## config.mk

```make
export PLATFORM = sky130hd
export DESIGN_NAME = zcnt_unit
export DESIGN_NICKNAME = d
export VERILOG_FILES = /design/src/rtl/zcnt_pkg.sv /design/src/rtl/zcnt_align.sv /design/src/rtl/zcnt_lz_tree.sv /design/src/rtl/zcnt_hold.sv /design/src/rtl/zcnt_unit.sv
export SDC_FILE = /design/constraint.sdc
export NUM_CORES = 1
export LEC_CHECK = 0
export ABC_AREA = 1
export ABC_CLOCK_PERIOD_IN_PS = 2700
export BUFFER_PORTS_ARGS = -buffer_cell sky130_fd_sc_hd__clkbuf_2
export CAP_MARGIN = 5
export CORE_ASPECT_RATIO = 2
export CORE_MARGIN = 5
export CORE_UTILIZATION = 27
export CTS_CLUSTER_SIZE = 40
export DETAILED_ROUTE_END_ITERATION = 16
export PLACE_DENSITY_LB_ADDON = 0.2
export SYNTH_ARGS = -nofsm -noshare
export SYNTH_HDL_FRONTEND = slang
export SYNTH_SLANG_ARGS = --single-unit
```

## constraint.sdc

```tcl
create_clock -name clk -period 2.7 [get_ports clk]
set_input_delay 0.54 -clock clk [delete_from_list [all_inputs] [get_ports clk]]
set_output_delay 0.54 -clock clk [all_outputs]
set_load 0.03 [all_outputs]
```

## src/rtl/zcnt_pkg.sv

```systemverilog
package zcnt_pkg;

    localparam int DATA_W = 64;
    localparam int HALF_W = DATA_W / 2;
    localparam int LEVELS = $clog2(DATA_W);
    localparam int CNT_W  = LEVELS + 1;

    typedef enum logic {
        SCAN_FROM_TOP    = 1'b0,
        SCAN_FROM_BOTTOM = 1'b1
    } scan_dir_e;

    typedef enum logic {
        SPAN_FULL = 1'b0,
        SPAN_HALF = 1'b1
    } scan_span_e;

    typedef struct packed {
        logic [DATA_W-1:0] value;
        scan_dir_e         dir;
        scan_span_e        span;
    } scan_req_t;

    function automatic logic [DATA_W-1:0] mirror_full(input logic [DATA_W-1:0] v);
        logic [DATA_W-1:0] r;
        for (int i = 0; i < DATA_W; i++) begin
            r[i] = v[DATA_W-1-i];
        end
        return r;
    endfunction

    function automatic logic [HALF_W-1:0] mirror_half(input logic [HALF_W-1:0] v);
        logic [HALF_W-1:0] r;
        for (int i = 0; i < HALF_W; i++) begin
            r[i] = v[HALF_W-1-i];
        end
        return r;
    endfunction

endpackage

```

## src/rtl/zcnt_align.sv

```systemverilog
module zcnt_align
    import zcnt_pkg::*;
(
    input  scan_req_t         req,
    output logic [DATA_W-1:0] tree_in
);

    localparam int PAD_W = DATA_W - HALF_W - 1;

    logic [HALF_W-1:0] low_field;
    logic [HALF_W-1:0] low_oriented;

    assign low_field = req.value[HALF_W-1:0];

    always_comb begin
        if (req.dir == SCAN_FROM_BOTTOM) begin
            low_oriented = mirror_half(low_field);
        end else begin
            low_oriented = low_field;
        end
    end

    // Half span: the oriented field sits at the top, followed by a one
    // that stops the count at HALF_W when the field is empty.
    always_comb begin
        if (req.span == SPAN_HALF) begin
            tree_in = {low_oriented, 1'b1, {PAD_W{1'b0}}};
        end else if (req.dir == SCAN_FROM_BOTTOM) begin
            tree_in = mirror_full(req.value);
        end else begin
            tree_in = req.value;
        end
    end

endmodule

```

## src/rtl/zcnt_lz_tree.sv

```systemverilog
module zcnt_lz_tree #(
    parameter int W  = 64,
    parameter int CW = $clog2(W) + 1
) (
    input  logic [W-1:0]  vec,
    output logic [CW-1:0] zeros
);

    localparam int LV = $clog2(W);

    // Node n of level l covers 2**l bits, node 0 being the most
    // significant. Its count equals 2**l exactly when its bits are all zero.
    for (genvar l = 0; l <= LV; l++) begin : g_lvl
        localparam int NODES = W >> l;
        logic [CW-1:0] cnt [NODES];

        for (genvar n = 0; n < NODES; n++) begin : g_node
            if (l == 0) begin : g_leaf
                assign cnt[n] = vec[W-1-n] ? '0 : CW'(1);
            end else begin : g_join
                localparam logic [CW-1:0] CHILD_SPAN = CW'(1) << (l - 1);
                logic          left_empty;
                logic [CW-1:0] left_cnt;
                logic [CW-1:0] right_cnt;

                assign left_cnt   = g_lvl[l-1].cnt[2*n];
                assign right_cnt  = g_lvl[l-1].cnt[2*n+1];
                assign left_empty = (left_cnt == CHILD_SPAN);
                assign cnt[n]     = left_empty ? (CHILD_SPAN + right_cnt) : left_cnt;
            end
        end
    end

    assign zeros = g_lvl[LV].cnt[0];

endmodule

```

## src/rtl/zcnt_hold.sv

```systemverilog
module zcnt_hold #(
    parameter int CW  = 7,
    parameter int OUT = 64
) (
    input  logic           clk,
    input  logic           rst,
    input  logic [CW-1:0]  d,
    output logic [OUT-1:0] q
);

    logic [CW-1:0] cnt_r;

    always_ff @(posedge clk) begin
        if (rst) begin
            cnt_r <= '0;
        end else begin
            cnt_r <= d;
        end
    end

    assign q = OUT'(cnt_r);

endmodule

```

## src/rtl/zcnt_unit.sv

```systemverilog
module zcnt_unit
    import zcnt_pkg::*;
(
    input  logic              clk,
    input  logic              rst,
    input  logic [DATA_W-1:0] operand,
    input  logic              trail_sel,
    input  logic              word_sel,
    output logic [DATA_W-1:0] count_q
);

    scan_req_t         req;
    logic [DATA_W-1:0] tree_in;
    logic [CNT_W-1:0]  zeros;

    assign req.value = operand;
    assign req.dir   = scan_dir_e'(trail_sel);
    assign req.span  = scan_span_e'(word_sel);

    zcnt_align u_align (
        .req     (req),
        .tree_in (tree_in)
    );

    zcnt_lz_tree #(
        .W  (DATA_W),
        .CW (CNT_W)
    ) u_tree (
        .vec   (tree_in),
        .zeros (zeros)
    );

    zcnt_hold #(
        .CW  (CNT_W),
        .OUT (DATA_W)
    ) u_hold (
        .clk (clk),
        .rst (rst),
        .d   (zeros),
        .q   (count_q)
    );

endmodule

```

==> Flow_metrics.wiki <==
{| class="wikitable"
! Metric !! Value
|-
| Pin count of the biggest net entering global routing || 54
|-
| Most repeated library cell on the critical path || nor2_1
|-
| Top FF cell, synth || dfxtp_1
|-
| Violation count after the first detailed-route iteration || 119
|-
| Hold path endpoint || u_hold.cnt_r[6]
|-
| Syn Inst Count || 566
|-
| Yosys warning total || 0
|-
| Num rows || 53
|-
| Overall routing resource usage || 14.6%
|-
| Most common library cell in the layout ignoring fill and taps || nand2_1
|-
| Endpoint arrival time on the critical path || between 2 and 2.5 ns
|-
| Proportion of register bits with asynchronous set or reset after synthesis || 0%
|-
| Time the worst path needs with I/O delays and setup || 2.25 ns
|-
| Final-stage net count || 696
|-
| Total Die Area || 0.0131 mm²
|-
| DPL Wire Length || 8.60 mm
|-
| Remaining design rule violation count || 0
|-
| CTS buffer count || 3
|-
| Reg with most FFs || u_hold.cnt_r
|-
| Max Clock Freq || 0.444 GHz
|-
| Top-area cell type share of the netlist area || approximately 29%
|-
| Proportion of layout cells with a drive suffix above 1 || 19.3%
|-
| Status || completed
|-
| Final antenna-violating net count || 0
|-
| Overall power after layout || 0.909 mW
|-
| CTS Sinks || 7
|-
| Hold wc startpoint || rst
|-
| Post-DR vias/cell || 4.52
|-
| Max Cap Violations || 0
|-
| Routed wire length || 9.97 mm
|-
| Post-synth EDFFs || 0
|-
| Leakage Power || about 1.9 nW
|-
| Required time worst endpoint || roughly 2.8 ns
|-
| Number of buffers between clock root and the deepest sink || 2
|-
| Final instance count without filler cells || 764
|-
| Hold-fix buffers, CTS || 0
|-
| Number of buffers inserted by port buffering || 74
|-
| Clock tree from TritonCTS || yes
|-
| Setup repair after global routing missed its margin || false
|-
| Initial Util || 27.7%
|-
| Post-cts resize count || 0
|-
| Number of iterations in the first detailed-routing pass || 4
|-
| Area growth, synth to finish || 10.5%
|-
| Class of the worst hold path || primary input to flip-flop
|-
| Post-route clock period utilization || 83.4%
|-
| Die height || 157 µm
|-
| Worst Hold Path Cells || 2
|-
| Cell Pwr Density || between 200 and 300 mW/mm²
|-
| Number of hold violations in the final report || 0
|-
| Vias in the first global route || around 3500
|-
| Maximum fanout count along the critical path || 36
|-
| Final setup violation count || 0
|-
| Final weighted congestion in routability-driven placement || ~0.86
|-
| Number of flip-flops under the largest register name || 7
|-
| Number of antenna diodes || 0
|-
| Buffer cell driving the clock tree root || clkbuf_16
|-
| First-pass GRT wire length || between 15 and 20 mm
|-
| Synthesized cell area || between 0.002 and 0.003 mm²
|-
| # H-tree levels || 1
|-
| Post-synth top area cell || nand2_1
|-
| Area inside the core boundary || roughly 0.011 mm²
|-
| #FFs+latches synth || 7
|-
| Sequential area share after synthesis || 4.79%
|-
| Area contributors post-synth || nand2_1, buf_4, nand3_1, nor2_1, buf_6
|-
| Slowest-stage cell, CP || nor3_2
|-
| DP Cell Count || 760
|-
| Final number of max-transition violations || 0
|-
| Path type of the worst setup path || primary input to flip-flop
|-
| Worst setup EP type || flip-flop
|-
| Via count || around 3500
|-
| Overall die width || ~84 µm
|-
| Maximum cell stage delay along the critical path || 0.33 ns
|-
| Detailed-route wire length per cell || 13.1 µm
|-
| Kind of launch point of the worst setup path || primary input
|-
| IR drop worst, VDD || 0.231 mV
|-
| CTS clock-pin slew for the worst setup and hold paths || approximately 0.030 ns
|-
| Average instance area after synthesis || just over 5 µm²
|-
| Unique masters post-synth || 36
|-
| I/O pins || 132
|-
| Registers with the most flip-flops || u_hold.cnt_r x7
|-
| Fill cells || 1220
|-
| Most used cells in the layout excluding fill and tap cells || nand2_1, clkbuf_2, conb_1
|-
| Cell breakdown of the critical path || clkbuf_2, inv_2, buf_4, buf_4, o21ai_1, nand2_1, nor3_2, nand2_1, nor2_1, nor2_1, o21ai_1, nor2_1
|-
| Setup TNS || 0 ns
|-
| Grt ovf || 0
|-
| Total setup buffers inserted after CTS || 0
|-
| Final core occ || 30.7%
|-
| Number of antenna violations at the first check in global routing || 0
|}
==> worst max-delay path: cells and delay by family <==
kind / cells / cell delay [ns]
AOI/OAI and AO/OA: 2 / 0.32
and+or+nand+nor: 6 / 0.89
buffers and inverters: 4 / 0.60
==> how the worst max path moves through the flow <==
stage / from / end / slack, ns / cells after the start
global route: trail_sel / u_hold.cnt_r[4] / 0.26 / 12
CTS: trail_sel / u_hold.cnt_r[4] / 0.46 / 12
finish: trail_sel / u_hold.cnt_r[4] / 0.45 / 12
detailed placement: trail_sel / u_hold.cnt_r[4] / 0.23 / 12
global placement: trail_sel / u_hold.cnt_r[4] / 0.28 / 12
floorplan: word_sel / u_hold.cnt_r[4] / 0.73 / 12
==> where the power goes <==
part           switching (mW)  internal [mW]
Sequential           0.000530          0.106
Combinational           0.395          0.161
Clock                  0.0504          0.196
Total                   0.446          0.463
==> metrics by stage <==
stage	hold WS [ns]	area, µm²	setup slack (ns)
6_report	0.588	3230	0.448
5_1_grt	0.618	3230	0.265
4_1_cts	0.588	3230	0.459
3_5_place_dp	0.821	3150	0.225
3_3_place_gp	0.820	3150	0.282
2_1_floorplan	0.609	3140	0.733
==> logic make-up (layout without fill, tap and decap cells) <==
logic type             Yosys count  after routing  share of synthesized area, %
DFF                              7              7                          4.79
other                            1             57                         0.128
AOI/OAI and AO/OA               73             73                          14.0
buffers and inverters          125            130                          27.4
and+or+nand+nor                360            360                          53.6
==> cells in the mapped netlist (2+ instances only) <==
cell and count:
o21ai_0 27, or2_1 11, o21ai_1 19, a31oi_1 2
dfxtp_1 7, o21bai_1 3, nor2_1 47, buf_6 13
nor2_2 6, nand3_1 49, nand2_1 224, inv_2 5
or2_0 3, o211ai_1 2, nor3_2 2, buf_4 59
or2_2 2, a21oi_1 13, nand2_2 5, inv_1 35
nor2_4 5, buf_2 9, clkinv_1 3, o21ai_2 3
==> layer usage <==
metal,share of wire (%),routed length (µm),global-route usage [%],vias up
met1,35,3480,13.4,1549
li1,-,-,-,1777
met2,55,5510,31.0,109
met3,5.2,514,1.62,22
met5,0,0,0,-
met4,4.6,462,6.52,0
==> final cells by class <==
| cell class | instances | area (µm²) | share of cell area, % |
|---|---|---|---|
| multi-input combinational | 490 | 2190 | 67.9 |
| clock buffer | 4 | 78.8 | 2.44 |
| sequential | 7 | 140 | 4.34 |
| timing repair buffer | 82 | 480 | 14.9 |
| tap | 137 | 171 | 5.30 |
| inverter | 44 | 168 | 5.19 |
Power figures use the tool's default switching activity.
